<file path="config.mk">
export PLATFORM = sky130hd
export DESIGN_NAME = pwm_sd_dac
export DESIGN_NICKNAME = d
export VERILOG_FILES = /design/src/rtl/pwm_sd_dac.sv
export SDC_FILE = /design/constraint.sdc
export NUM_CORES = 1
export LEC_CHECK = 0
export BUFFER_PORTS_ARGS = -buffer_cell sky130_fd_sc_hd__buf_2
export CAP_MARGIN = 20
export CORE_MARGIN = 10
export CORE_UTILIZATION = 45
export DETAILED_ROUTE_END_ITERATION = 10
export PLACE_DENSITY = 0.57
export SETUP_SLACK_MARGIN = 0.1
export SLEW_MARGIN = 20
export SYNTH_ARGS = -nofsm -noshare
export SYNTH_HDL_FRONTEND = slang
export SYNTH_SLANG_ARGS = --single-unit
</file>
<file path="constraint.sdc">
create_clock -name clk -period 3.9 [get_ports clk]
set_input_delay 0.39 -clock clk [delete_from_list [all_inputs] [get_ports clk]]
set_output_delay 0.39 -clock clk [all_outputs]
set_load 0.02 [all_outputs]
</file>
<file path="src/rtl/pwm_sd_dac.sv">
module pwm_sd_dac #(
  parameter int OSC_DIV = 15
) (
  input  logic       clk,
  input  logic       rst_n,
  input  logic       ext_clk,
  input  logic       bus_we,
  input  logic [2:0] bus_addr,
  input  logic [7:0] bus_wdata,
  output logic [1:0] pwm_out,
  output logic [1:0] pwm_oe
);
  localparam int PW = $clog2(OSC_DIV);

  logic [7:0]       ctrl;
  logic [2:0]       xs;
  logic [PW-1:0]    p15;
  logic [5:0]       pre, lim;
  logic [15:0]      cnt, last;
  logic [1:0][15:0] act, pend, acc;
  logic [1:0][7:0]  hold;
  logic [1:0]       pv, sd, raw, lo_wr, hi_wr;
  logic [1:0][16:0] sum;
  logic             base_tick, cnt_tick, wrap, is16, idle, sd_step, commit;

  wire       dis  = ctrl[7];
  wire [2:0] mode = ctrl[6:4];
  wire [1:0] cdiv = ctrl[3:2];
  wire [1:0] csel = ctrl[1:0];
  wire       wr_ctrl = bus_we && bus_addr == 3'd0;

  always_comb begin
    case (csel)
      2'd0:    base_tick = p15 == PW'(OSC_DIV - 1);
      2'd2:    base_tick = xs[1] & ~xs[2];
      default: base_tick = 1'b1;
    endcase
    case (cdiv)
      2'd0:    lim = 6'd0;
      2'd1:    lim = 6'd3;
      2'd2:    lim = 6'd15;
      default: lim = 6'd63;
    endcase
    case (mode)
      3'd1:    last = act[0];
      3'd2:    last = {8'd0, act[0][15:8]};
      3'd5:    last = 16'd255;
      default: last = 16'hFFFF;
    endcase
  end

  assign cnt_tick = !wr_ctrl && base_tick && pre == lim;
  assign wrap     = cnt >= last;
  assign is16     = mode == 3'd1 || mode == 3'd3 || mode == 3'd4 || mode == 3'd6;
  assign idle     = mode == 3'd0 || mode == 3'd7;
  assign sd_step  = cnt_tick && (mode == 3'd4 || (mode == 3'd6 && cnt[0]));
  assign commit   = idle || sd_step ||
                    (cnt_tick && wrap && mode != 3'd4 && mode != 3'd6);

  for (genvar i = 0; i < 2; i++) begin : g_ch
    assign lo_wr[i] = bus_we && bus_addr == 3'(2 * i + 1);
    assign hi_wr[i] = bus_we && bus_addr == 3'(2 * i + 2);
    assign sum[i]   = {1'b0, acc[i]} + {1'b0, act[i]};

    always_comb begin
      case (mode)
        3'd1:       raw[i] = (i == 0) ? (cnt < act[1]) : 1'b0;
        3'd2, 3'd5: raw[i] = cnt[7:0] < act[i][7:0];
        3'd3:       raw[i] = cnt < act[i];
        3'd4:       raw[i] = sd[i];
        3'd6:       raw[i] = sd[i] & ~cnt[0];
        default:    raw[i] = 1'b0;
      endcase
    end

    always_ff @(posedge clk or negedge rst_n) begin
      if (!rst_n) begin
        act[i]  <= '0;
        pend[i] <= '0;
        hold[i] <= '0;
        pv[i]   <= 1'b0;
        acc[i]  <= '0;
        sd[i]   <= 1'b0;
      end else begin
        if (wr_ctrl) begin
          acc[i] <= '0;
          sd[i]  <= 1'b0;
        end else if (sd_step) begin
          acc[i] <= sum[i][15:0];
          sd[i]  <= sum[i][16];
        end
        if (commit && pv[i]) begin
          act[i] <= pend[i];
          pv[i]  <= 1'b0;
        end
        if (lo_wr[i]) begin
          if (is16) hold[i] <= bus_wdata;
          else begin
            pend[i][7:0] <= bus_wdata;
            pv[i]        <= 1'b1;
          end
        end
        if (hi_wr[i]) begin
          pend[i] <= is16 ? {bus_wdata, hold[i]} : {bus_wdata, pend[i][7:0]};
          pv[i]   <= 1'b1;
        end
      end
    end
  end

  always_ff @(posedge clk or negedge rst_n) begin
    if (!rst_n) begin
      ctrl <= '0;
      xs   <= '0;
      p15  <= '0;
      pre  <= '0;
      cnt  <= '0;
    end else begin
      xs <= {xs[1:0], ext_clk};
      if (wr_ctrl) begin
        ctrl <= bus_wdata;
        p15  <= '0;
        pre  <= '0;
        cnt  <= '0;
      end else begin
        p15 <= (p15 == PW'(OSC_DIV - 1)) ? '0 : p15 + 1'b1;
        if (base_tick) pre <= (pre == lim) ? 6'd0 : pre + 6'd1;
        if (cnt_tick)  cnt <= wrap ? 16'd0 : cnt + 16'd1;
      end
    end
  end

  assign pwm_oe  = dis ? 2'b00 : 2'b11;
  assign pwm_out = dis ? 2'b00 : raw;
endmodule

</file>
== Word level (Yosys, flattened, before mapping) ==
Index checks and enable logic that the tools add are counted.

* Logic and storage cells: 130
* Bits of input ports: 15
* Register bits after elaboration: 153

* Bitwise operators: 5
* $lt $le $gt $ge: 5
* Muxes and demuxes: 38
* Eq/ne operators: 22
* $add $sub $neg: 5
* Reduce and logical (&&, ||, !) cells: 36

{| class="wikitable"
|+ Operators with widths
! operator !! count
|-
| two-way mux 16 bit || 7
|-
| two-way mux 8 bit || 7
|-
| case mux 16 bit (3 select lines) || 1
|-
| adder 16 x 16 -> 17 bit || 2
|-
| less-than comparator 16 bit || 2
|-
| two-way mux 6 bit || 3
|-
| case mux 6 bit (3 select lines) || 1
|-
| adder 16 x 1 -> 16 bit (second input constant) || 1
|-
| >= comparator 16 bit || 1
|-
| less-than comparator 8 bit || 2
|-
| == test 3 bit (second input constant) || 5
|-
| logical AND 1 bit || 14
|-
| == test 3 x 2 -> 1 bit (second input constant) || 4
|-
| two-way mux 1 bit || 12
|-
| nonzero test 2 bit || 5
|-
| two-way mux 4 bit || 2
|-
| logical OR 1 bit || 7
|-
| adder 6 x 1 -> 6 bit (second input constant) || 1
|-
| == test 3 x 1 -> 1 bit (second input constant) || 2
|-
| == test 6 bit || 1
|-
| zero test 3 bit || 2
|-
| inequality test 3 bit (second input constant) || 2
|-
| AND reduction 3 bit || 2
|-
| case mux 1 bit (5 select lines) || 1
|-
| 15 further kinds || 24
|}

== Logic depth before layout (Yosys ltp) ==
Gate-level depths: netlist (run 1).

* Depth after elaboration: 14
* Gate-level depth with buffers: 16

== Least setup slack after synthesis (run 1) ==
Ideal clock, no wire load.

* Path kind: reg-to-reg
* Start point: register ctrl[4]
* End point: register cnt[12]
* Path slack: 0.913 ns
* Arrival time: 2.923 ns
* Cell stages (with the launch flop): 15
* Cells stage by stage: dfrtp_1 -> clkbuf_1 -> nand2b_1 -> clkbuf_1 -> clkbuf_1 -> o21ai_0 -> ha_1 -> a21oi_1 -> o21ai_0 -> a2111oi_0 -> o21ai_0 -> a211o_1 -> clkbuf_1 -> nor3b_1 -> a21o_1

* Cells in the longest elaborated chain, start to end: 6

{| class="wikitable"
|+ RTL lines
! what !! RTL line !! source
|-
| start: declaration || 15 || <nowiki>logic [7:0] ctrl;</nowiki>
|-
| start signal: assignment || 121 || <nowiki>ctrl <= bus_wdata;</nowiki>
|-
| == test 3 bit (tied with other cells) || 44 || <nowiki>case (mode)</nowiki>
|-
| case mux 16 bit (3 select lines) (*) || 44 ||
|-
| >= comparator 16 bit (*) || 53 || <nowiki>assign wrap = cnt >= last;</nowiki>
|-
| two-way mux 16 bit (*) (2 in a row) || 128 || <nowiki>if (cnt_tick) cnt <= wrap ? 16'd0 : cnt + 16'd1;</nowiki>
|-
| two-way mux 16 bit (*) || 120 || <nowiki>if (wr_ctrl) begin</nowiki>
|-
| end signal: assignment || 128 ||
|-
| end: declaration || 19 || <nowiki>logic [15:0] cnt, last;</nowiki>
|}

Every way passes the cells marked *; elsewhere a longest branch is shown, timed or not. The select of a mux whose other input is x is not followed.
A chain may end at the register's enable or synchronous reset.

== Worst setup path in the final report (run 1) ==
* Start point: register cnt[5]
* End point: output pwm_out[0]

* Cells in the longest elaborated chain, start to end: 3

{| class="wikitable"
|+ RTL lines
! what !! RTL line !! source
|-
| less-than comparator 16 bit (tied with other cells) || 69 || <nowiki>3'd3: raw[i] = cnt < act[i];</nowiki>
|-
| case mux 1 bit (5 select lines) (*) || 66 || <nowiki>case (mode)</nowiki>
|-
| two-way mux 2 bit (*) || 134 || <nowiki>assign pwm_out = dis ? 2'b00 : raw;</nowiki>
|-
| end: declaration || 10 || <nowiki>output logic [1:0] pwm_out,</nowiki>
|}

Every way passes the cells marked *; elsewhere a longest branch is shown, timed or not.

==> results of run 1 <==
==> registers in the layout, indices dropped and copies added (netlist names) <==
| register | count |
|---|---|
| pv | 2 |
| pend | 32 |
| pre | 6 |
| cnt | 16 |
| sd | 2 |
| hold | 16 |
| act | 32 |
| xs | 3 |
| p15 | 4 |
| ctrl | 8 |
| acc | 32 |
==> cell type report <==
cell class	count	share of cell area, %
tap	275	3.21
multi-input combinational	808	51.4
clock buffer	17	3.97
sequential	153	35.7
timing repair buffer	35	2.32
clock inverter	15	1.59
inverter	53	1.86
==> critical path, stage by stage, from the launching register on <==
cell and delay, ns:
dfrtp_1 0.53, ha_1 0.37, and3_1 0.17, a221oi_1 0.24, o21ai_0 0.24, a211o_1 0.32
a211o_1 0.29, a21oi_1 0.23, buf_2 0.22
==> placed cells by master (no fill, tap or decap), drive strengths merged, types with 35 or more instances in the layout <==
cell type  count
o211ai        35
o21ai        111
nand3         51
a21oi         48
nand2        114
nor2          59
inv           63
buf           35
nand4         43
ha            80
dfrtp        153
==> per-stage QoR <==
step / cells / power, mW / worst slack, ns / utilization [%]
after floorplan: 1069 / 5.79 / 0.913 / -
after global placement: 1324 / 6.79 / 0.459 / 47.7
final: 1356 / 8.54 / 0.459 / 50.5
after CTS: 1356 / 8.56 / 0.347 / 50.5
after global routing: 1356 / 9.31 / 0.196 / 50.5
after detailed placement: 1324 / 6.85 / 0.362 / 47.7
==> final timing paths <==
path / to / startpoint / depth (start not counted) / slack [ns]
worst max-delay path: pwm_out[0] / cnt[5] / 8 / 0.46
worst min-delay path: pre[0] / rst_n / 1 / 0.03
worst max register to register: cnt[13] / ctrl[5] / 10 / 0.48
worst min register to register: xs[1] / xs[0] / 0 / 0.36
max in group asynchronous: act[19] / rst_n / 2 / 2.99
min in group clk: xs[0] / ext_clk / 1 / 0.06
==> cell families after synthesis <==
logic type | count (synthesis) | share of synthesized area, %
AO/OA/AOI/OAI | 311 | 20.9
XOR/XNOR | 29 | 2.60
adder cells (fa/ha/maj) | 82 | 10.7
buffers and inverters | 108 | 4.57
flip-flops | 153 | 39.2
multiplexers | 49 | 5.43
AND/OR/NAND/NOR | 337 | 16.7
==> repair_timing <==
action                                 in CTS  in global routing
endpoints found under the hold margin       0                  0
setup endpoints to repair                   0                 11
gates resized for setup                     0                  1
==> power by group through the flow <==
stage | sequential [mW] | clock (mW) | combinational [mW]
2_1_floorplan | 2.51 | 0 | 3.28
3_3_place_gp | 2.84 | 0 | 3.95
3_5_place_dp | 2.86 | 0 | 3.99
4_1_cts | 2.84 | 1.72 | 4.01
5_1_grt | 2.92 | 1.79 | 4.60
6_report | 2.85 | 1.69 | 4.01
==> layer usage <==
metal	up-vias	GRT usage, %
met3	48	4.00
met5	-	0
met4	0	7.53
met1	3911	26.5
met2	240	29.1
li1	3965	-
==> results by stage, run 1 <==
Clock network:
- The clock buffer count from CTS is 17.
- The post-CTS setup buffer count is 0.
- Counting every sink on the clock net gives 153.
- The clock input transition at the sequential cells of the worst setup and hold paths is 0.07 ns.
- The root buffer selected by CTS is clkbuf_16.
- The count of hold buffers inserted by post-cts repair is 0.
- The CTS tree is built.
- For the worst-skew pair, the clock arrives at the later sink with an insertion delay of 0.44 ns.
- No sink is reached through more buffers than the 2 on the longest clock path.
- The H-tree generated during clock tree synthesis spans 4 levels.

Finish:
- The number of fill cells is 2,035.
- The signed area change from the synthesized netlist to the final layout is 9.76%.
- The final standard cell area without fillers is 10,700 um^2.
- The number of diodes is 0.
- The final-stage net count is 1,165.
- The sequential cells in the finished layout cover a total of 3830 um^2.
- Summing all multi-input logic gate instances after layout gives 5510 um^2.
- The fraction of final layout cells sized beyond drive strength 1 is 10.4%.

STA:
- Setup repair after global routing left no endpoint under its margin.
- The number of endpoints with negative hold slack in the final report is 0.
- The final critical delay including setup and external delays is 3.44 ns.
- Hold is met by 0.0309 ns.
- Based on the critical path, the design can be clocked at up to 0.291 GHz.
- Setup violations remaining at the end of the flow were counted as 0.
- For the pin with the worst max-slew slack, the measured transition is 0.972 ns.
- In the final timing run, aggregate negative setup slack is 0 ns.
- The number of max-slew violations in the final report came to 0.
- Measured against its own limit, the worst slew margin works out to 34.7%.
- After layout, the worst path uses 88.2% of the clock period.
- The worst clock skew is 0.0186 ns.

Yosys:
- The post-synthesis cell type count is 61.
- The cell area that synthesis handed to floorplanning was 9770 um^2.
- Sorting the synthesized cells by area gives the leading types as dfrtp_1 (39%), ha_1 (10%), o21ai_0 (5.5%).
- The area share of the largest cell type after synthesis is 39.2%.
- The commonest cells after synthesis are dfrtp_1 (153), nand2_1 (114), o21ai_0 (107).
- dfrtp_1 takes more of the synthesized area than any other cell.
- In this run, synthesis produced a sequential element count of 153.
- The async set or reset register ratio after synthesis is 100%.
- The prevailing post-synth register cell is dfrtp_1.
- The cell with the most instances after synthesis is dfrtp_1.
- The share of the Yosys chip area taken by registers is 39.2%.
- Each instance of the synthesized netlist takes up on average 9.14 um^2.
- When the netlist entered floorplanning its net count stood at 1,166.
- The synthesized instance count is 1,069.
- During synthesis, Yosys emitted a total of 0 warnings.
- The number of enable-type register cells in the synthesized netlist is 0.

Setup path:
- The element type at the critical path start is a flop.
- The data arrival time of the worst path is 3.05 ns.
- The worst-path maximum fanout is 8.
- The worst setup path is captured at an output pin.
- The data required time at the worst endpoint is 3.51 ns.
- The type of the worst setup path is reg2out.

Route:
- The number of detailed-route iterations in the first pass is 5.
- The number of nets with antenna violations after routing is 0.
- For this block, wires on met1 add up to 12,600 um.
- The average wire per standard cell is 20.1 um.
- The routed wire length is 27,200 um.
- The highest metal layer carrying signal wires in the routed design is met4.
- Wire segments on met3 add up to 1630 um in the final route.
- The via count normalized by instance count is 6.02.
- Summing over every cut layer, the via total after detailed routing is 8,164.
- The detailed router finished its first iteration with 774 violations.
- After detailed routing, the met2 layer carries 12,200 um of wire.
- In the routed design, unresolved DRC markers number 0.

Power:
- For this design the total switching power over the nets is 3.77 mW.
- The proportion of total power due to net switching is 44.1%.
- Internal power comes to 4.77 mW.
- In this run, the clock network consumes 19.8% of the power.
- The worst vdd rail ir drop is 0.308 mV.
- The sequential fraction of design power is 33.3%.
- The power density over the cells is 797 nW/um^2.
- Summed over all cells, the static leakage comes to 5.01 nW.
- The share of total power dissipated in combinational logic is 46.9%.

Flow run:
- Max-cap violations in this run came to 0.

Global route:
- Across every metal layer, demand over resource in global routing totals 19.3%.
- Summed over all layers, the global routing overflow is 0.
- The wire length of the first global-routing pass is 44,000 um.
- The via count of the first global-routing pass is 7,774.
- Entering global routing, the biggest net connects 87 pins.
- The number of antenna violations at the first check in global routing is 0.

Run status:
- The flow ran to the end, and the final reports show no timing, DRC or antenna violations.

Die:
- The die outline area is 28,000 um^2.
- The top-level port count is 19.
- The total area inside the core boundary comes to 21,200 um^2.
- The width of the die is 167 um.
- The initial core utilization is 46.0%.
- The chip height is 167 um.
- The initialized floorplan defines 53 standard-cell rows.

Place:
- Once detailed placement completed, the half-perimeter wirelength came to 18,700 um.
- The congestion estimate from routability-driven global placement came to 0.869.
- In this run the cell area measured after placement is 10,100 um^2.
- The number of buffer cells added on primary ports is 18.

Min path:
- The type of the most critical hold path is in2async.
(Power assumes the default switching activity.)
==> run 2: changes to the inputs <==
--- a/config.mk
+++ b/config.mk
@@ -8,9 +8,9 @@
 export BUFFER_PORTS_ARGS = -buffer_cell sky130_fd_sc_hd__buf_2
 export CAP_MARGIN = 20
 export CORE_MARGIN = 10
-export CORE_UTILIZATION = 45
+export CORE_UTILIZATION = 35
 export DETAILED_ROUTE_END_ITERATION = 10
-export PLACE_DENSITY = 0.57
+export PLACE_DENSITY = 0.47
 export SETUP_SLACK_MARGIN = 0.1
 export SLEW_MARGIN = 20
 export SYNTH_ARGS = -nofsm -noshare
==> run 2 against run 1 <==
The run now ends with negative hold slack left. Count of clock-buffer cells in the layout did not move. Critical path depth is 2 higher. Design area grew 1.6%. Worst setup slack lost 0.075 ns. Power increased by 0.91%. Fmax shrank 2.1%. Cell count grew 7.9%. Clock power increased by 5%.
==> results by stage, run 2 (same netlist as run 1, synthesis figures left out) <==
Run status:
- The flow ran to the end, but the final reports show violations.
- The checks that failed: negative hold slack.

Global route:
- The fraction of met2 tracks used by global routing is 25.5% (-3.6 points).
- The number of antenna violations at the first check in global routing was 0 (unchanged).
- The sum of overflow across all layers after global routing is 0 (unchanged).
- The met1 layer usage reported by global route was 21.5% (-5.0 points).
- The via count of the first global-routing pass is 7,880 (+1.4%).
- The maximum number of pins on one net before global-route repair came to 75 (-14%).
- The wire length of the first global-routing pass came to 44,900 um (+2.1%).
- The routing usage on met3 is 2.42% (-1.6 points).
- The most congested layer reported by global routing is met2.
- The combined global-route utilization of all metal layers is 16.0% (-3.4 points).

STA:
- The final critical delay including setup and external delays is 3.52 ns (+0.0747 ns).
- The highest clock frequency the design can meet came to 0.284 GHz (-2.1%).
- The summed negative setup slack over all endpoints is 0 ns (unchanged).
- The share of the clock period used by the worst path after layout is 90.1% (+1.9 points).
- The worst clock skew came to 0.0247 ns (+0.00613 ns).
- The number of endpoints with negative hold slack in the final report is 13 (+13).
- The post-route worst hold slack was -0.0381 ns (-0.0690 ns).
- The max-slew headroom at the worst pin is 27.5% (-7.2 points).
- The slew at the pin with the worst max-slew slack came to 1.08 ns (+0.107 ns).
- The setup-violating endpoint count in the final report is 0 (unchanged).
- Setup repair after global routing left no endpoint under its margin.
- The number of max-slew violations in the final report is 0 (unchanged).

Setup path:
- The worst register-to-register path begins at ctrl[5].
- The worst-path maximum fanout is 4 (-4).
- The endpoint of the lowest-slack register-to-register path is act[28].
- The type of the worst setup path is reg2out.
- The worst setup path is captured at an output pin.
- The register-to-register path setup slack is 0.48 ns (about the same).
- The number of cells traversed by the worst register-to-register path is 12 (+2).
- STA classifies the critical path startpoint as a flop.
- The data arrival time of the worst path is 3.13 ns (+0.08 ns).
- The data required time at the worst endpoint is 3.51 ns (about the same).

Clock network:
- The depth of the CTS H-tree is 4 (unchanged).
- The root buffer selected by CTS is clkbuf_16.
- TritonCTS built the clock tree.
- The clock input transition at the sequential cells of the worst setup and hold paths is 0.08 ns (about the same).
- The count of cells resized by post-cts repair is 0 (unchanged).
- The clock latency reported for the late side of the worst-skew pair was 0.44 ns (about the same).
- The post-CTS setup buffer count is 0 (unchanged).
- The deepest clock path buffer count is 2 (unchanged).
- The clock sink count is 153 (unchanged).
- The clock buffer count from CTS is 17 (unchanged).
- The count of hold buffers inserted by post-cts repair is 0 (unchanged).

Die:
- The initial core utilization is 35.4% (-11 points).
- The width of the die is 187 um (+12%).
- The top-level port count was 19 (unchanged).
- The die outline area came to 35,000 um^2 (+25%).
- The number of standard-cell rows in the floorplan came to 61 (+15%).
- The core footprint is 27,600 um^2 (+30%).
- The chip height was 187 um (+12%).

Route:
- The average wire per standard cell is 19.3 um (-3.6%).
- The number of nets with antenna violations after routing is 0 (unchanged).
- The number of violations reported at the end of detailed-routing iteration 0 was 493 (-36%).
- The routed wire length came to 28,300 um (+4.0%).
- The remaining routing DRC violations is 0 (unchanged).
- The via count normalized by instance count is 5.50 (-8.6%).
- The number of vias after detailed routing is 8,052 (-1.4%).
- The number of detailed-route iterations in the first pass came to 5 (unchanged).

Finish:
- In the final layout, the registers with the most flip-flops are acc x32, act x32, pend x32.
- The number of non-filler instances in the completed layout is 1,463 (+7.9%).
- The number of fill cells was 2,833 (+39%).
- The area growth from synthesis to layout is 11.5%.
- The final-stage net count is 1,169 (+0.34%).
- The top cell types in the final layout, fill and taps aside, are dfrtp_1 (153), nand2_1 (113), o21ai_0 (107), ha_1 (80), nor2_1 (59).
- The number of diodes is 0 (unchanged).
- The fraction of final layout cells sized beyond drive strength 1 is 10.8% (+0.42 points).
- The leading cell type in the layout, fill and taps excluded is dfrtp_1.

Power:
- The power density over the cells is 792 nW/um^2 (-0.64%).
- The static leakage power is 5.03 nW (+0.54%).
- The worst vdd rail ir drop is 0.303 mV (-1.7%).

Min path:
- The type of the most critical hold path is in2async.

Flow run:
- The count of maximum capacitance violations is 0 (unchanged).

Place:
- The number of placed cells counting well taps is 1,431 (+8.1%).
- The placer congestion estimate came to 0.880 (+1.2%).
- The detailed placer's ending HPWL is 19,900 um (+6.5%).
- The number of buffer cells added on primary ports is 18 (unchanged).
==> run 2: cell types whose count changed in the layout (fill, tap and decap cells not counted) <==
cell | previous run | this run
buf_4 | 15 | 21
buf_12 | 2 | 0
clkinv_8 | 3 | 5
nand2_1 | 114 | 113
clkinvlp_4 | 1 | 0
bufinv_16 | 0 | 1
inv_6 | 3 | 4
inv_8 | 7 | 4
nand2_2 | 0 | 1
==> run 2: area by class of cell <==
cell class	count	area (um^2)	share of cell area, %
inverter	53	199	1.83
timing repair buffer	39	254	2.33
multi-input combinational	808	5510	50.6
clock buffer	17	425	3.91
clock inverter	15	200	1.84
sequential	153	3830	35.2
tap	378	473	4.34
==> run 2: how the worst max path moves through the flow <==
stage	startpoint	to	slack [ns]	cells after the start
after global placement	ctrl[5]	act[19]	0.47	12
after CTS	act[18]	pwm_out[0]	0.37	10
final	act[18]	pwm_out[0]	0.38	10
after detailed placement	ctrl[5]	act[30]	0.39	12
after floorplan	ctrl[4]	cnt[12]	0.91	14
after global routing	ctrl[5]	act[31]	0.14	12
==> run 2: critical path, cell delays in order (launching register included) <==
cell and delay [ns]:
dfrtp_1 0.46, inv_1 0.08, ha_1 0.29, a21oi_1 0.13, o21ai_0 0.10, a221oi_1 0.25, o21ai_0 0.22, a211o_1 0.30
a211o_1 0.30, a21oi_1 0.32, buf_2 0.24
==> run 2: metrics by stage <==
step / setup WS [ns] / utilization [%] / area, um^2 / power, mW
detailed placement: 0.387 / 37.1 / 10300 / 6.84
global placement: 0.469 / 37.1 / 10300 / 6.83
global route: 0.142 / 39.4 / 10900 / 9.38
floorplan: 0.913 / - / 9770 / 5.79
finish: 0.384 / 39.4 / 10900 / 8.62
CTS: 0.374 / 39.4 / 10900 / 8.68
==> run 2: layer usage <==
layer  share of wire [%]  wire length, um
met5                   0                0
met3                 2.9              817
met2                  46            13100
met4                 2.2              634
met1                  49            13700
==> run 2: power breakdown <==
group	switching, mW	internal, mW
registers	0.714	2.13
clock network	0.847	0.934
logic	2.22	1.77
total	3.79	4.83
==> run 3: changes to the inputs <==
--- a/config.mk
+++ b/config.mk
@@ -7,9 +7,10 @@
 export LEC_CHECK = 0
 export BUFFER_PORTS_ARGS = -buffer_cell sky130_fd_sc_hd__buf_2
 export CAP_MARGIN = 20
-export CORE_MARGIN = 10
+export CORE_MARGIN = 3
 export CORE_UTILIZATION = 35
 export DETAILED_ROUTE_END_ITERATION = 10
+export HOLD_SLACK_MARGIN = 0.03
 export PLACE_DENSITY = 0.47
 export SETUP_SLACK_MARGIN = 0.1
 export SLEW_MARGIN = 20
==> run 3 against run 2 <==
The flow now finishes without violations. Power is 1.9% lower. Register-to-register slack hardly changed. Clock power fell by 9.6%. Worst hold slack improved by 0.046 ns.
==> results by stage, run 3 (same netlist as run 1, synthesis figures left out) <==
Setup path:
- In this run the critical register-to-register path is captured at cnt[13].
- The maximum cell stage delay along the critical path came to 0.61 ns (+0.15 ns).
- The number of cells traversed by the worst register-to-register path was 10 (-2).
- The signal on the critical path passes through ha_1, and3_1, a221oi_1, o21ai_0, a211o_1, a211o_1, a21oi_1, buf_2.
- The worst-path maximum fanout came to 8 (+4).
- The most frequent cell on the critical path is a211o_1.
- The register-to-register path setup slack is 0.49 ns (about the same).
- The worst register-to-register path begins at ctrl[5].
- The slowest cell on the critical path is dfrtp_1.
- The worst setup path is launched from a flop.
- The critical path is of the reg2out type.
- The nature of the critical path endpoint is an output pin.
- The data required time at the worst endpoint was 3.51 ns (about the same).
- The data arrival time of the worst path is 3.05 ns (-0.08 ns).

STA:
- The setup-violating endpoint count in the final report was 0 (unchanged).
- The number of endpoints with negative hold slack in the final report is 0 (-13).
- The final critical delay including setup and external delays is 3.44 ns (-0.0793 ns).
- The max-slew headroom at the worst pin is 30.3% (+2.8 points).
- The number of max-slew violations in the final report came to 0 (unchanged).
- The summed negative setup slack over all endpoints is 0 ns (unchanged).
- The slew at the pin with the worst max-slew slack is 1.04 ns (-0.0420 ns).
- Setup repair after global routing left no endpoint under its margin.
- The share of the clock period used by the worst path after layout is 88.1% (-2.0 points).
- The highest clock frequency the design can meet is 0.291 GHz (+2.3%).
- The worst clock skew is 0.0151 ns (-0.00958 ns).

Die:
- The top-level port count came to 19 (unchanged).
- The chip height is 173 um (-7.5%).
- The core footprint is 27,200 um^2 (-1.6%).
- The number of standard-cell rows in the floorplan is 60 (-1.6%).
- The width of the die is 173 um (-7.5%).
- The initial core utilization was 35.9% (+0.59 points).
- The die outline area is 30,000 um^2 (-14%).

Power:
- The worst vdd rail ir drop is 0.322 mV (+6.3%).
- The power density over the cells is 781 nW/um^2 (-1.3%).
- The static leakage power is 4.99 nW (-0.86%).

Finish:
- The final-stage net count is 1,167 (-0.17%).
- The number of diodes is 0 (unchanged).
- The fraction of final layout cells sized beyond drive strength 1 is 10.4% (-0.35 points).
- The share of the core filled with cells is 39.8% (+0.41 points).
- The sequential cell area is 3830 um^2 (unchanged).
- The number of fill cells is 2,813 (-0.71%).
- In the layout the commonest cells are dfrtp_1 (153), nand2_1 (113), o21ai_0 (107), ha_1 (80), nor2_1 (59).
- The total area of multi-input combinational cells is 5510 um^2 (about the same).
- The largest registers in the layout are acc x32, act x32, pend x32.
- The leading cell type in the layout, fill and taps excluded is dfrtp_1.
- Compared with the post-synthesis result, the final layout area differs by 10.8%.

Route:
- The number of detailed-route iterations in the first pass was 5 (unchanged).
- The average wire per standard cell came to 19.0 um (-1.6%).
- The number of nets with antenna violations after routing is 0 (unchanged).
- The remaining routing DRC violations came to 0 (unchanged).
- The number of vias after detailed routing came to 8,057 (+0.062%).
- The routed wire length is 27,700 um (-2.1%).
- The via count normalized by instance count is 5.54 (+0.61%).
- The number of violations reported at the end of detailed-routing iteration 0 came to 577 (+17%).

Flow run:
- The count of maximum capacitance violations came to 0 (unchanged).

Clock network:
- The deepest clock path buffer count is 2 (unchanged).
- The depth of the CTS H-tree is 4 (unchanged).
- The count of cells resized by post-cts repair was 0 (unchanged).
- The CTS tree is built.
- The clock buffer count from CTS is 17 (unchanged).
- The post-CTS setup buffer count is 0 (unchanged).
- The root buffer cell chosen for the clock tree is clkbuf_16.
- The clock input transition at the sequential cells of the worst setup and hold paths is 0.06 ns (-0.02 ns).
- The clock sink count came to 153 (unchanged).
- The clock latency reported for the late side of the worst-skew pair is 0.44 ns (about the same).
- The count of hold buffers inserted by post-cts repair is 0 (unchanged).

Place:
- The detailed placer's ending HPWL was 19,500 um (-2.3%).
- The number of buffer cells added on primary ports came to 18 (unchanged).
- The placer congestion estimate is 0.867 (-1.5%).

Run status:
- The flow ran to the end, and the final reports show no timing, DRC or antenna violations.

Global route:
- The combined global-route utilization of all metal layers was 18.6% (+2.7 points).
- The sum of overflow across all layers after global routing came to 0 (unchanged).
- The via count of the first global-routing pass is 7,732 (-1.9%).
- The number of antenna violations at the first check in global routing is 0 (unchanged).
- The wire length of the first global-routing pass is 44,500 um (-0.95%).
- The maximum number of pins on one net before global-route repair is 92 (+23%).

Min path:
- The min-delay analysis places its worst path in the category in2async.
[run 3: where the power goes]
| part | internal, mW | switching [mW] |
|---|---|---|
| clock network | 0.845 | 0.767 |
| logic | 1.77 | 2.23 |
| registers | 2.13 | 0.714 |
[run 3: worst max-delay path by stage]
stage	startpoint	end	slack, ns	depth (start not counted)
finish	cnt[5]	pwm_out[0]	0.46	8
global route	ctrl[5]	cnt[13]	0.10	10
CTS	cnt[2]	pwm_out[0]	0.40	9
detailed placement	ctrl[5]	cnt[13]	0.52	10
global placement	ctrl[5]	cnt[13]	0.58	10
floorplan	ctrl[4]	cnt[12]	0.91	14
[run 3: stage by stage]
step                cell area (um^2)  hold WS, ns  cells  total power, mW  setup WS, ns
floorplan                       9770       0.0944   1069             5.79         0.913
global placement               10300        0.334   1423             6.84         0.583
detailed placement             10300        0.345   1423             6.83         0.516
CTS                            10800       0.0454   1455             8.50         0.397
global route                   10800       0.0498   1455             9.23         0.101
finish                         10800      0.00839   1455             8.45         0.464
[run 3: metal layers]
| layer | up-vias | global-route usage, % | wire length (um) |
|---|---|---|---|
| li1 | 3963 | - | - |
| met1 | 3935 | 27.3 | 14000 |
| met2 | 138 | 28.9 | 12400 |
| met3 | 21 | 2.70 | 931 |
| met4 | 0 | 4.66 | 350 |
| met5 | - | 0 | 0 |
[run 3: area by class of cell]
cell class / count / share of cell area, %
Tap cell: 372 / 4.30
Sequential cell: 153 / 35.4
Inverter: 53 / 1.84
Clock buffer: 18 / 3.97
Multi-Input combinational cell: 808 / 50.9
Clock inverter: 14 / 1.19
Timing Repair Buffer: 37 / 2.44
[run 3: critical path: cells and delay by family (launching register included)]
family          cells  cell delay (ns)
compound gates      5             1.32
simple gates        1             0.17
fa+ha+maj           1             0.32
flops               1             0.61
buf+inv             1             0.20
